## src/rtl/pirq_pkg.sv

```systemverilog
package pirq_pkg;

  localparam int NUM_BANKS = 4;
  localparam int MSI_BANK  = 2;

  typedef enum logic [1:0] {
    CAP_PULSE,
    CAP_RISE,
    CAP_FALL
  } capMode_e;

  // capture style chosen per bank index
  function automatic capMode_e bankMode(input int b);
    if (b < 2) return CAP_PULSE;
    else if (b == 2) return CAP_RISE;
    else return CAP_FALL;
  endfunction

  localparam logic [11:0] OFS_TRAIN = 12'h054;
  localparam logic [11:0] OFS_MODE  = 12'h080;
  localparam logic [11:0] OFS_LTSSM = 12'h2C8;

  typedef enum logic [2:0] {
    RD_NONE,
    RD_STAT,
    RD_EN,
    RD_TRAIN,
    RD_MODE,
    RD_LTSSM
  } rdSrc_e;

  typedef struct packed {
    logic [NUM_BANKS-1:0] wrStat;
    logic [NUM_BANKS-1:0] wrEn;
    logic                 wrTrain;
    logic                 wrMode;
    logic                 rdStrobe;
    rdSrc_e               rdSrc;
    logic [1:0]           rdBank;
  } regStrobe_t;

endpackage

```

## src/rtl/pirq_ctrl.sv

```systemverilog
module pirq_ctrl
  import pirq_pkg::*;
#(
  parameter int ADDR_W = 12
) (
  input  logic              regSel,
  input  logic              regWr,
  input  logic [ADDR_W-1:0] regAddr,
  output regStrobe_t        strobe
);

  localparam int BANK_SPAN = 5;  // status + enable banks occupy offsets below 0x20

  logic       inBankArea;
  logic       isEnable;
  logic [1:0] bankIdx;
  logic       wrGo;

  assign inBankArea = (regAddr[ADDR_W-1:BANK_SPAN] == '0) && (regAddr[1:0] == 2'b00);
  assign isEnable   = regAddr[4];
  assign bankIdx    = regAddr[3:2];
  assign wrGo       = regSel && regWr;

  always_comb begin
    strobe          = '0;
    strobe.rdStrobe = regSel && !regWr;
    strobe.rdBank   = bankIdx;
    strobe.rdSrc    = RD_NONE;
    if (inBankArea) begin
      strobe.rdSrc = isEnable ? RD_EN : RD_STAT;
      if (isEnable) strobe.wrEn[bankIdx]   = wrGo;
      else          strobe.wrStat[bankIdx] = wrGo;
    end else if (regAddr == ADDR_W'(OFS_TRAIN)) begin
      strobe.rdSrc   = RD_TRAIN;
      strobe.wrTrain = wrGo;
    end else if (regAddr == ADDR_W'(OFS_MODE)) begin
      strobe.rdSrc  = RD_MODE;
      strobe.wrMode = wrGo;
    end else if (regAddr == ADDR_W'(OFS_LTSSM)) begin
      strobe.rdSrc = RD_LTSSM;
    end
  end

endmodule

```

## src/rtl/pirq_datapath.sv

```systemverilog
module pirq_datapath
  import pirq_pkg::*;
#(
  parameter int DATA_W       = 32,
  parameter int STATE_W      = 6,
  parameter int MODE_W       = 3,
  parameter int MSI_BIT      = 17,
  parameter int LINK_UP_CODE = 17,
  parameter int ROOT_CODE    = 4
) (
  input  logic               clk,
  input  logic               rstN,
  input  regStrobe_t         strobe,
  input  logic [DATA_W-1:0]  wdata,
  input  logic [DATA_W-1:0]  pulseA,
  input  logic [DATA_W-1:0]  pulseB,
  input  logic [DATA_W-1:0]  levelRise,
  input  logic [DATA_W-1:0]  levelFall,
  input  logic [STATE_W-1:0] ltssmState,
  output logic [DATA_W-1:0]  rdata,
  output logic               subIrq,
  output logic               msiIrq,
  output logic               trainEn,
  output logic               rootMode,
  output logic               linkUp
);

  logic [DATA_W-1:0] srcIn  [NUM_BANKS];
  logic [DATA_W-1:0] evtNow [NUM_BANKS];
  logic [DATA_W-1:0] statQ  [NUM_BANKS];
  logic [DATA_W-1:0] enQ    [NUM_BANKS];
  logic [DATA_W-1:0] irqPart[NUM_BANKS];
  logic [MODE_W-1:0] modeQ;
  logic [DATA_W-1:0] rdNext;

  assign srcIn[0] = pulseA;
  assign srcIn[1] = pulseB;
  assign srcIn[2] = levelRise;
  assign srcIn[3] = levelFall;

  for (genvar b = 0; b < NUM_BANKS; b++) begin : gBank
    localparam logic [DATA_W-1:0] EXCL =
      (b == MSI_BANK) ? (DATA_W'(1) << MSI_BIT) : '0;

    if (bankMode(b) == CAP_PULSE) begin : gPulse
      assign evtNow[b] = srcIn[b];
    end else begin : gEdge
      logic [DATA_W-1:0] prevQ;
      always_ff @(posedge clk) begin
        if (!rstN) prevQ <= '0;
        else       prevQ <= srcIn[b];
      end
      if (bankMode(b) == CAP_RISE) begin : gRise
        assign evtNow[b] = srcIn[b] & ~prevQ;
      end else begin : gFall
        assign evtNow[b] = ~srcIn[b] & prevQ;
      end
    end

    always_ff @(posedge clk) begin
      if (!rstN) begin
        statQ[b] <= '0;
        enQ[b]   <= '0;
      end else begin
        // new events override a simultaneous clear
        statQ[b] <= (statQ[b] & ~(strobe.wrStat[b] ? wdata : '0)) | evtNow[b];
        if (strobe.wrEn[b]) enQ[b] <= wdata;
      end
    end

    assign irqPart[b] = statQ[b] & enQ[b] & ~EXCL;


    w1c_clear_chk: assert property (@(posedge clk) disable iff (!rstN)
      (strobe.wrStat[b] && ((evtNow[b] & wdata) == '0))
      |=> ((statQ[b] & $past(wdata)) == '0));


    evt_wins_chk: assert property (@(posedge clk) disable iff (!rstN)
      (evtNow[b] != '0)
      |=> ((statQ[b] & $past(evtNow[b])) == $past(evtNow[b])));
  end

  always_comb begin
    subIrq = 1'b0;
    for (int b = 0; b < NUM_BANKS; b++) subIrq = subIrq | (|irqPart[b]);
  end

  assign msiIrq = statQ[MSI_BANK][MSI_BIT] & enQ[MSI_BANK][MSI_BIT];

  always_ff @(posedge clk) begin
    if (!rstN) begin
      trainEn <= 1'b0;
      modeQ   <= '0;
    end else begin
      if (strobe.wrTrain) trainEn <= wdata[0];
      if (strobe.wrMode)  modeQ   <= wdata[MODE_W-1:0];
    end
  end

  assign rootMode = (modeQ == MODE_W'(ROOT_CODE));
  assign linkUp   = (ltssmState == STATE_W'(LINK_UP_CODE));

  always_comb begin
    unique case (strobe.rdSrc)
      RD_STAT:  rdNext = statQ[strobe.rdBank];
      RD_EN:    rdNext = enQ[strobe.rdBank];
      RD_TRAIN: rdNext = DATA_W'(trainEn);
      RD_MODE:  rdNext = DATA_W'(modeQ);
      RD_LTSSM: rdNext = DATA_W'(ltssmState);
      default:  rdNext = '0;
    endcase
  end

  always_ff @(posedge clk) begin
    if (!rstN)                rdata <= '0;
    else if (strobe.rdStrobe) rdata <= rdNext;
  end


  irq_level_chk: assert property (@(posedge clk) disable iff (!rstN)
    (subIrq && (strobe.wrStat == '0) && (strobe.wrEn == '0)) |=> subIrq);


  train_hold_chk: assert property (@(posedge clk) disable iff (!rstN)
    !strobe.wrTrain |=> $stable(trainEn));


  rd_hold_chk: assert property (@(posedge clk) disable iff (!rstN)
    !strobe.rdStrobe |=> $stable(rdata));


  msi_pair_chk: assert property (@(posedge clk) disable iff (!rstN)
    (!msiIrq && !strobe.wrEn[MSI_BANK] && !evtNow[MSI_BANK][MSI_BIT]) |=> !msiIrq);

endmodule

```

## src/rtl/pcie_irq_agg.sv

```systemverilog
module pcie_irq_agg
  import pirq_pkg::*;
#(
  parameter int DATA_W       = 32,
  parameter int ADDR_W       = 12,
  parameter int STATE_W      = 6,
  parameter int MODE_W       = 3,
  parameter int MSI_BIT      = 17,
  parameter int LINK_UP_CODE = 17,
  parameter int ROOT_CODE    = 4
) (
  input  logic               clk,
  input  logic               rstN,
  input  logic               regSel,
  input  logic               regWr,
  input  logic [ADDR_W-1:0]  regAddr,
  input  logic [DATA_W-1:0]  regWdata,
  output logic [DATA_W-1:0]  regRdata,
  input  logic [DATA_W-1:0]  pulseEvtA,
  input  logic [DATA_W-1:0]  pulseEvtB,
  input  logic [DATA_W-1:0]  levelRiseIn,
  input  logic [DATA_W-1:0]  levelFallIn,
  input  logic [STATE_W-1:0] ltssmState,
  output logic               trainEn,
  output logic               rootMode,
  output logic               linkUp,
  output logic               subIrq,
  output logic               msiIrq
);

  regStrobe_t strobe;

  pirq_ctrl #(.ADDR_W(ADDR_W)) uCtrl (
    .regSel (regSel),
    .regWr  (regWr),
    .regAddr(regAddr),
    .strobe (strobe)
  );

  pirq_datapath #(
    .DATA_W      (DATA_W),
    .STATE_W     (STATE_W),
    .MODE_W      (MODE_W),
    .MSI_BIT     (MSI_BIT),
    .LINK_UP_CODE(LINK_UP_CODE),
    .ROOT_CODE   (ROOT_CODE)
  ) uData (
    .clk       (clk),
    .rstN      (rstN),
    .strobe    (strobe),
    .wdata     (regWdata),
    .pulseA    (pulseEvtA),
    .pulseB    (pulseEvtB),
    .levelRise (levelRiseIn),
    .levelFall (levelFallIn),
    .ltssmState(ltssmState),
    .rdata     (regRdata),
    .subIrq    (subIrq),
    .msiIrq    (msiIrq),
    .trainEn   (trainEn),
    .rootMode  (rootMode),
    .linkUp    (linkUp)
  );

endmodule

```

## config.mk

```make
export PLATFORM = sky130hd
export DESIGN_NAME = pcie_irq_agg
export DESIGN_NICKNAME = d
export VERILOG_FILES = /design/src/rtl/pirq_pkg.sv /design/src/rtl/pirq_ctrl.sv /design/src/rtl/pirq_datapath.sv /design/src/rtl/pcie_irq_agg.sv
export SDC_FILE = /design/constraint.sdc
export NUM_CORES = 1
export LEC_CHECK = 0
export ABC_AREA = 1
export ABC_CLOCK_PERIOD_IN_PS = 6300
export BUFFER_PORTS_ARGS = -buffer_cell sky130_fd_sc_hd__buf_2
export CAP_MARGIN = 0
export CORE_ASPECT_RATIO = 0.75
export CORE_MARGIN = 8
export CORE_UTILIZATION = 40
export DETAILED_ROUTE_END_ITERATION = 8
export PLACE_DENSITY = 0.7
export SLEW_MARGIN = 20
export SYNTH_ARGS = -nofsm -noshare
export SYNTH_HDL_FRONTEND = slang
export SYNTH_SLANG_ARGS = --single-unit
```

## constraint.sdc

```tcl
create_clock -name clk -period 6.3 [get_ports clk]
set_clock_uncertainty 0.15 [all_clocks]
set_input_delay 0.945 -clock clk [delete_from_list [all_inputs] [get_ports clk]]
set_output_delay 0.945 -clock clk [all_outputs]
set_load 0.005 [all_outputs]
```

Yosys cells after proc, flatten, opt, wreduce, memory -nomap -nowiden. Memories as Yosys holds them, arrays and structs flattened. Index checks and enable logic that the tools add are counted.

Order comparisons: 2. Reductions and logical operators: 11. Muxes and demuxes: 41. Add/sub/neg operators: 0. Bitwise operators: 33. Div/mod/pow operators: 0. Eq/ne operators: 10. Shift operators: 0. Multipliers: 0.

Operator list (count): 32-bit two-way mux (12); 32-bit bitwise AND (10); 32-bit inverter (6); 32-bit one-hot mux with 5 select lines (1); 32-bit bitwise OR (4); 32-bit OR reduction (3); 31-bit OR reduction (1); 1-bit two-way mux (18); 12-bit by 10-bit == test with 1-bit output, second input constant (1); 12-bit by 7-bit == test with 1-bit output, second input constant (1); 12-bit by 8-bit == test with 1-bit output, second input constant (1); 3-bit two-way mux (4); 1-bit bitwise OR (11); 3-bit == test, second input constant (3); 4-bit two-way mux (2); 8-bit two-way mux (1); 7-bit zero test (1); 3-bit by 2-bit == test with 1-bit output, second input constant (2); 6-bit by 5-bit == test with 1-bit output, second input constant (1); 4-bit bitwise AND (1); 1-bit logical AND (4); 2-bit two-way mux (2); 3-bit by 1-bit == test with 1-bit output, second input constant (1); 2-bit by 3-bit < comparator with 1-bit output, second input constant (1); 5 further kinds (5).

Input bits: 182. Logic and storage cells: 104. Memories kept: 2. Output and inout bits: 37. Bits in registers: 100. Memory bits (writable): 256. Bits in latches: 0. Memory bits (read-only): 0.

Memory list: uData.enQ (depth 4, width 32, rd ports 5, clocked after Yosys merged registers in 0, wr ports 4, line pirq_datapath.sv:31) `logic [DATA_W-1:0] enQ [NUM_BANKS];`; uData.statQ (depth 4, width 32, rd ports 5, clocked after Yosys merged registers in 0, wr ports 4, line pirq_datapath.sv:30) `logic [DATA_W-1:0] statQ [NUM_BANKS];`.

Longest topological paths before layout. Gate-level depths: netlist (run 1).

Word-level depth: 12. Mapped depth: 11. Gate-level depth less buffers: 11.

Modules after synthesis. From an unflattened synthesis (run 1), not the netlist that was laid out.

Cells, all modules: 2146. Area total of the unflattened synthesis: 16040.4 µm².

Modules (own cells, without submodules): pirq_datapath (times used 1, area an instance 15776.4 µm², cells each 2090, sequential area each 8408.1 µm²); pirq_ctrl (times used 1, area an instance 264.0 µm², cells each 56, sequential area each 0.0 µm²).

Worst setup path after synthesis (run 1). OpenSTA, ideal clock, no wires.

Path kind: in2reg. From: input port regAddr[11]. To: memory uData.enQ[2][0], enable pin. Buffers on the path: 0. Data arrival time: 3702 ps. Data required time: 5684 ps. Cell stages on the path: 5. Slack: 1982 ps. Library setup time: 466 ps. Cell sequence: inv_1 > nand2_1 > nor2_4 > nand3_1 > o21ai_0.

RTL lines: start, declared (line pcie_irq_agg.sv:16) `input logic [ADDR_W-1:0] regAddr,`; end, declared (line pirq_datapath.sv:31).

==> metrics.sh, run 1 <==
MAX_CLOCK_FREQ_GHz=0.294
STATUS='finished clean'
RSZ0062_AT_GRT='false'
DETAILEDROUTE.FIRSTITERATIONVIOLATIONS=1907
SYNTH_TOP_FAMILY_BY_AREA='simple AND/OR/NAND/NOR gates'
OVERFLOW=0
SYNTH-XOR-AREA-SHARE_PCT=0
DETAIL_ROUTE.FIRST_PASS.ITERATIONS=6
CHIPHEIGHT_UM=184
FINALSETUPVIOLATIONS=0
SYNTH_TOP_CELLS_BY_COUNT='sky130_fd_sc_hd__nand2_1 (541), sky130_fd_sc_hd__dfxtp_1 (228), sky130_fd_sc_hd__inv_1 (228)'
CRITICAL_PATH.SLOWEST_CELL='sky130_fd_sc_hd__nand3_2'
FP.DIEW_UM=240
POST_SYNTH_MAIN_AREA_CONTRIBUTORS='sky130_fd_sc_hd__dfxtp_1 (30%), sky130_fd_sc_hd__edfxtp_1 (25%), sky130_fd_sc_hd__nand2_1 (13%)'
WORST_HOLD_PATH.ENDPOINT='uData.statQ[2][12]$_SDFF_PN0_'
HOLD_PATH_CLASS='reg2reg'
GRT_PASS1_WL_UM=76100
NUMBER_OF_GLOBAL_ROUTE_VIAS_BEFORE_REPAIR=12800
WORST_HOLD_STARTPOINT='uData.gBank[2].gEdge.prevQ[12]$_SDFF_PN0_'
REG2REG_DEPTH=6
POST-CTS-SETUP-BUFFER-COUNT=0
CP-START-KIND='input pin'
TRACK_USAGE_PCT=22.2
MAXIMUM_NUMBER_OF_PINS_ON_ONE_NET_BEFORE_GLOBAL_ROUTE_REPAIR=91
ROOT_BUFFER='sky130_fd_sc_hd__clkbuf_16'
WORST_IR_DROP_VDD_uV=140
LAYOUT-DRIVE-GT1-SHARE_PCT=14.5
MIN_DELAY_PATH_DEPTH=1
ANTENNA_VIOLATIONS_BEFORE_REPAIR=0
CTS_TREE='yes'
MAX_CAPACITANCE_VIOLATION_COUNT=0
SYNTH-SEQ-CELLS=356
POST_DRT_WL_PER_CELL_UM=19.7
DRCVIOLATIONCOUNT=0
CTS_BUFFER_DEPTH=3
WORST_SETUP_PATH_END_KIND='flop'
CORE_AREA_UM2=37100
SYN_NETS=2050
FINAL-MAX-SLEW-VIOLATION-COUNT=0
REPORT.FINAL.HOLD_VIOL_COUNT=0
CRITICAL_PATH.CELL_CHAIN='buf_2 -> nor2_1 -> nand2_1 -> nor2_1 -> nand3_1 -> inv_2 -> nand3_2 -> nor2_1'
SEQ_AREA_FRAC_SYNTH_PCT=55.8
FILLER_CELL_COUNT=3632
FINALCRITICALPERIOD_NS=3.40
SYNTHARSTFLOPSHARE_PCT=0
AREAGROWTHSYNTHTOFINISH_PCT=17.2
CTS_MADE_BUFFERS=35
TIMING.CRITICAL_PATH.ARRIVAL_NS=3.60
CTS_SINKS=356
ANTENNADIODECOUNT=0
SYNTHESIS.YOSYS.WARNINGS=0
SLEW-LIMIT-HEADROOM_PCT=32.9
INITIAL_UTILIZATION_PCT=40.6
POWER_PER_CELL_AREA_nW_PER_UM2=290
SYNTH_FA_HA_AREA_SHARE_PCT=0
IOS=219
SYNTH-COMPOUND-AREA-SHARE_PCT=15.0
CTS_REPAIR_RESIZED_INSTS=0
LEAKAGEPOWER_nW=8.18
SYNTHSIMPLEGATEAREAFRAC_PCT=20.9
PLACE.PORT_BUFFERS=218
SYNTH_MUX_AREA_SHARE_PCT=0
YS.FLOP_TYPE='sky130_fd_sc_hd__dfxtp_1'
PLACE_HPWL_UM=35600
CELL_TYPE_WITH_THE_LARGEST_TOTAL_AREA_AFTER_SYNTHESIS='sky130_fd_sc_hd__dfxtp_1'
DRT_WL_TOTAL_UM=50700
FIN_CRIT_SH_PCT=54.0
DESIGN.DIE.AREA_UM2=44200
POST-SYNTH-TOP-AREA-FRACTION_PCT=30.3
REG2REG_FROM='uData.enQ[0][12]$_SDFFCE_PN0P_'
SETUP.REG_TO_REG.WORST_SLACK_NS=4.80
MAXIMUM_SINGLE_STAGE_DELAY_ON_THE_CRITICAL_PATH_NS=0.95
CLOCK_INSERTION_DELAY_WORST_SKEW_NS=0.53
ROWS=61
TOTAL_POWER_mW=5.13
WORSTREG2REGEND='uData.rdata[12]$_SDFFE_PN0P_'
GP_CONGESTION=0.903
MOST_INSTANTIATED_LIBRARY_CELL_AFTER_SYNTHESIS='sky130_fd_sc_hd__nand2_1'
LAYOUT.NETS=2226
ROUTE.DETAILED.VIAS_PER_INST=5.39
CTSHOLDBUFFERS=0
SYNTH-EDFF-COUNT=128
CRIT_PATH_REQUIRED_TIME_NS=6.49
SETUP_TOTAL_NEGATIVE_SLACK_NS=0
GATE_COUNT_POST_SYNTH=1868
POST_SYNTHESIS_AVERAGE_CELL_AREA_UM2=8.07
CTSHTREEMAXLEVEL=2
POSTROUTEANTENNANETS=0
WORST-SETUP-PATH-TYPE='in2reg'
NUM_VIAS=13900
TIGHTEST_SLEW_NS=1.00
NETLIST_AREA_UM2=15100
SYNTH_CELL_TYPES=24
CLK_PIN_SLEW_WORST_PATHS_NS=0.06
CRIT_PATH_MAX_FANOUT=37
TIMING.CRITICAL_PATH.MODE_CELL='sky130_fd_sc_hd__nor2_1'
==> worst max path at each step <==
stage                start                             end  depth (start not counted)
2_1_floorplan  regAddr[11]   uData.enQ[2][0]$_SDFFCE_PN0P_                          5
3_3_place_gp   regAddr[11]  uData.enQ[2][24]$_SDFFCE_PN0P_                          8
3_5_place_dp    regAddr[5]  uData.enQ[2][10]$_SDFFCE_PN0P_                          8
4_1_cts         regAddr[5]  uData.enQ[2][10]$_SDFFCE_PN0P_                          8
5_1_grt         regAddr[2]    uData.statQ[0][4]$_SDFF_PN0_                          8
6_report        regAddr[5]  uData.enQ[2][10]$_SDFFCE_PN0P_                          8
==> state kept, by name, indices dropped and copies added (netlist names) <==
name                     flops
uData.statQ                128
uData.modeQ                  3
uData.enQ                  128
uData.gBank.gEdge.prevQ     64
uData.rdata                 32
uData.trainEn                1
==> cell type report <==
class | instances | area, µm² | share of cell area [%]
clock buffers | 48 | 986 | 5.58
clock inverters | 14 | 151 | 0.857
inverters | 233 | 880 | 4.98
multi-input cells | 1192 | 5470 | 30.9
flip-flops and latches | 356 | 8410 | 47.6
well taps | 504 | 631 | 3.57
repair buffers | 226 | 1150 | 6.51
==> cells by family (layout without fill, tap and decap cells) <==
kind of cell / Yosys count / count (layout)
DFF: 356 / 356
and+or+nand+nor: 796 / 796
AOI/OAI and AO/OA: 396 / 396
buffers and inverters: 320 / 521
==> worst max-delay path, delay by kind of cell <==
family                 cells  cell delay [ns]
AND/OR/NAND/NOR            6             1.86
buffers and inverters      2             0.76
==> cells in the final DEF (no fill, tap or decap), drive strengths merged <==
| master | synthesis | routed |
|---|---|---|
| buf | 43 | 226 |
| edfxtp | 128 | 128 |
| dfxtp | 228 | 228 |
| clkinv | 0 | 11 |
| nand3 | 56 | 56 |
| nor4 | 2 | 2 |
| nand3b | 3 | 3 |
| nor3 | 5 | 5 |
| nand2 | 541 | 541 |
| a22o | 7 | 7 |
| clkbuf | 44 | 48 |
| o21ai | 142 | 142 |
| nor2 | 171 | 171 |
| bufinv | 0 | 3 |
| a22oi | 81 | 81 |
| o22ai | 32 | 32 |
| a221oi | 2 | 2 |
| a21oi | 132 | 132 |
| inv | 233 | 233 |
| nand4 | 17 | 17 |
| nor3b | 1 | 1 |
==> power by group <==
part	internal, mW	switching, mW
clock network	1.22	0.894
registers	2.50	0.0923
logic	0.146	0.272
total	3.87	1.26
==> layer usage <==
| layer | global-route usage, % | up-vias | share of wire [%] |
|---|---|---|---|
| met2 | 32.3 | 803 | 42 |
| met4 | 4.82 | 0 | 2.0 |
| met1 | 33.1 | 6520 | 44 |
| li1 | - | 6449 | - |
| met5 | 0 | - | 0 |
| met3 | 4.91 | 85 | 12 |
==> stage by stage <==
step | instance area (µm²) | util [%] | hold slack (ns) | std cells | setup WS [ns]
floorplan | 15100 | - | 0.258 | 1868 | 1.98
global placement | 16500 | 44.6 | 0.261 | 2511 | 2.56
detailed placement | 16500 | 44.6 | 0.267 | 2511 | 2.46
CTS | 17700 | 47.6 | 0.277 | 2573 | 2.99
global route | 17700 | 47.6 | 0.283 | 2573 | 2.74
finish | 17700 | 47.6 | 0.274 | 2573 | 2.90
Power figures use the tool's default switching activity.
==> run 2: changes to the inputs <==
Settings changed: ABC_CLOCK_PERIOD_IN_PS 6300 to 3450.
Clock period 6.3 ns to 3.45 ns, I/O delays scaled along.
==> metrics.sh, run 2 (synthesis results as in run 1) <==
REPORT.FINAL.HOLD_VIOL_COUNT=0  # unchanged
CRITICAL_PATH.SLOWEST_CELL='sky130_fd_sc_hd__edfxtp_1'
CHIPHEIGHT_UM=184  # unchanged
PLACE.PORT_BUFFERS=218  # unchanged
SLEW-LIMIT-HEADROOM_PCT=27.9  # -5.0 points
FINAL-MAX-SLEW-VIOLATION-COUNT=0  # unchanged
POST-CTS-SETUP-BUFFER-COUNT=0  # unchanged
WORST-SETUP-PATH-TYPE='reg2out'
MET2ROUTEDLENGTH_UM=22000  # +3.5%
CTS_MADE_BUFFERS=36  # +2.9%
LAYOUT.CELLS.MOST_COMMON_LIST='sky130_fd_sc_hd__nand2_1 (541), sky130_fd_sc_hd__inv_1 (228), sky130_fd_sc_hd__dfxtp_1 (228)'
DETAIL_ROUTE.FIRST_PASS.ITERATIONS=6  # unchanged
NUM_VIAS=14000  # +0.78%
CTSHOLDBUFFERS=0  # unchanged
REG.LARGEST.LIST='uData.enQ x128, uData.statQ x128, uData.gBank.gEdge.prevQ x64'
TRACK_USAGE_PCT=23.7  # +1.5 points
TIMING.CRITICAL_PATH.ARRIVAL_NS=2.19  # -1.41 ns
DRCVIOLATIONCOUNT=0  # unchanged
CLK_PIN_SLEW_WORST_PATHS_NS=0.06  # about the same
CTS_REPAIR_RESIZED_INSTS=0  # unchanged
TOP_METAL_USED='met5'
FINALCRITICALPERIOD_NS=2.86
TIGHTEST_SLEW_NS=1.08  # +0.0750 ns
NUMBER_OF_GLOBAL_ROUTE_VIAS_BEFORE_REPAIR=13200  # +2.9%
ROOT_BUFFER='sky130_fd_sc_hd__clkbuf_16'
RSZ0062_AT_GRT='false'
OVERFLOW=0  # unchanged
FINALSETUPVIOLATIONS=0  # unchanged
MAXIMUM_NUMBER_OF_PINS_ON_ONE_NET_BEFORE_GLOBAL_ROUTE_REPAIR=65  # -29%
SETUP_TOTAL_NEGATIVE_SLACK_NS=0  # unchanged
MAX_CLOCK_FREQ_GHz=0.350
POST_DRT_WL_PER_CELL_UM=20.7  # +4.9%
CTS_TREE='yes'
ROUTE.DETAILED.VIAS_PER_INST=5.37  # -0.34%
POWER_PER_CELL_AREA_nW_PER_UM2=544  # +87%
DRT_WL_TOTAL_UM=53800  # +6.1%
CTS_SINKS=356  # unchanged
IOS=219  # unchanged
GP_CONGESTION=0.958  # +6.1%
HOLD_PATH_CLASS='in2reg'
ANTENNA_VIOLATIONS_BEFORE_REPAIR=1  # +1
POSTROUTEANTENNANETS=0  # unchanged
WORST_SETUP_PATH_END_KIND='output pin'
ANTENNADIODECOUNT=0  # unchanged
ROWS=61  # unchanged
CTS_BUFFER_DEPTH=3  # unchanged
FINALNONFILLERCELLS=2602  # +1.1%
WL_MET3_UM=6930  # +11%
ROUTE.LAYER.MET1.WL_UM=23600  # +6.3%
GRT_PASS1_WL_UM=80500  # +5.7%
CRITICAL_PATH.CELL_CHAIN='nand2_1 -> nand4_1 -> nor3_1 -> nand4_1 -> nor2_1 -> nand2_1 -> buf_2'
LAYOUT.NETS=2254  # +1.3%
CTSHTREEMAXLEVEL=2  # unchanged
FIN_CRIT_SH_PCT=82.9
FP.DIEW_UM=240  # unchanged
WORST_IR_DROP_VDD_uV=323  # +130%
CLOCK_INSERTION_DELAY_WORST_SKEW_NS=0.53  # about the same
LAYOUT-DRIVE-GT1-SHARE_PCT=15.2  # +0.66 points
POSTLAYOUTCELLAREA_UM2=18000  # +1.9%
LEAKAGEPOWER_nW=8.37  # +2.4%
CRIT_PATH_MAX_FANOUT=2  # -95%
DETAILEDROUTE.FIRSTITERATIONVIOLATIONS=1681  # -12%
STATUS='finished clean'
CP-START-KIND='flop'
DESIGN.DIE.AREA_UM2=44200  # unchanged
PLACE_AREA_UM2=16700  # +1.3%
AREAGROWTHSYNTHTOFINISH_PCT=19.4
POST-PLACE-CELLS=2538  # +1.1%
MOSTFREQUENTLAYOUTCELL='sky130_fd_sc_hd__nand2_1'
INITIAL_UTILIZATION_PCT=40.6  # unchanged
PLACE_HPWL_UM=39300  # +10%
MAXIMUM_SINGLE_STAGE_DELAY_ON_THE_CRITICAL_PATH_NS=0.39  # -0.56 ns
CRIT_PATH_REQUIRED_TIME_NS=2.78  # -3.71 ns
MAX_CAPACITANCE_VIOLATION_COUNT=0  # unchanged
CORE_AREA_UM2=37100  # unchanged
-- run 2: changes by cell type in the layout (fill, tap and decap cells not counted), sizes merged --
| cell | before | now |
|---|---|---|
| buf | 226 | 253 |
| clkinv | 11 | 6 |
| clkbuf | 48 | 52 |
| bufinv | 3 | 6 |
-- run 2: per-stage QoR --
stage | setup slack [ns] | utilization, % | hold WS (ns) | total power, mW
after floorplan | 0.422 | - | 0.258 | 5.21
after global placement | 0.730 | 45.1 | 0.261 | 5.62
after detailed placement | 0.614 | 45.1 | 0.266 | 5.64
after CTS | 0.636 | 48.5 | 0.00928 | 9.80
after global routing | 0.543 | 48.5 | 0.0279 | 10.1
final | 0.589 | 48.5 | 0.0229 | 9.79
-- run 2: worst max-delay path, delay by kind of cell, from the launching register on --
kind	cells	cell delay, ns
flip-flops	1	0.39
AND/OR/NAND/NOR	6	1.13
buffers and inverters	1	0.15
-- run 2: worst paths after layout --
path                                             start                                       end  slack, ns  cells past startpoint
min reg2reg  uData.gBank[2].gEdge.prevQ[15]$_SDFF_PN0_             uData.statQ[2][15]$_SDFF_PN0_       0.27                      1
min                                     levelFallIn[4]  uData.gBank[3].gEdge.prevQ[4]$_SDFF_PN0_       0.02                      3
max                     uData.enQ[2][19]$_SDFFCE_PN0P_                                    subIrq       0.59                      7
max reg2reg              uData.enQ[3][7]$_SDFFCE_PN0P_               uData.rdata[7]$_SDFFE_PN0P_       1.85                      6
-- run 2: metal layers --
metal	vias to the layer above	global-route usage, %
met2	821	33.2
met5	-	0
li1	6519	-
met4	2	6.52
met3	81	6.89
met1	6542	34.9
-- run 2: where the power goes --
group | switching, mW | leakage [nW] | internal, mW
Clock | 1.65 | 0.616 | 2.56
Combinational | 0.560 | 4.65 | 0.282
Sequential | 0.167 | 3.11 | 4.57
-- run 2: final cells by class --
cell class	instances	area, µm²
Fill cell	3625	19100
Tap cell	504	631
Sequential cell	356	8410
Inverter	233	877
Clock inverter	12	211
Timing Repair Buffer	253	1400
Multi-Input combinational cell	1192	5420
Clock buffer	52	1050
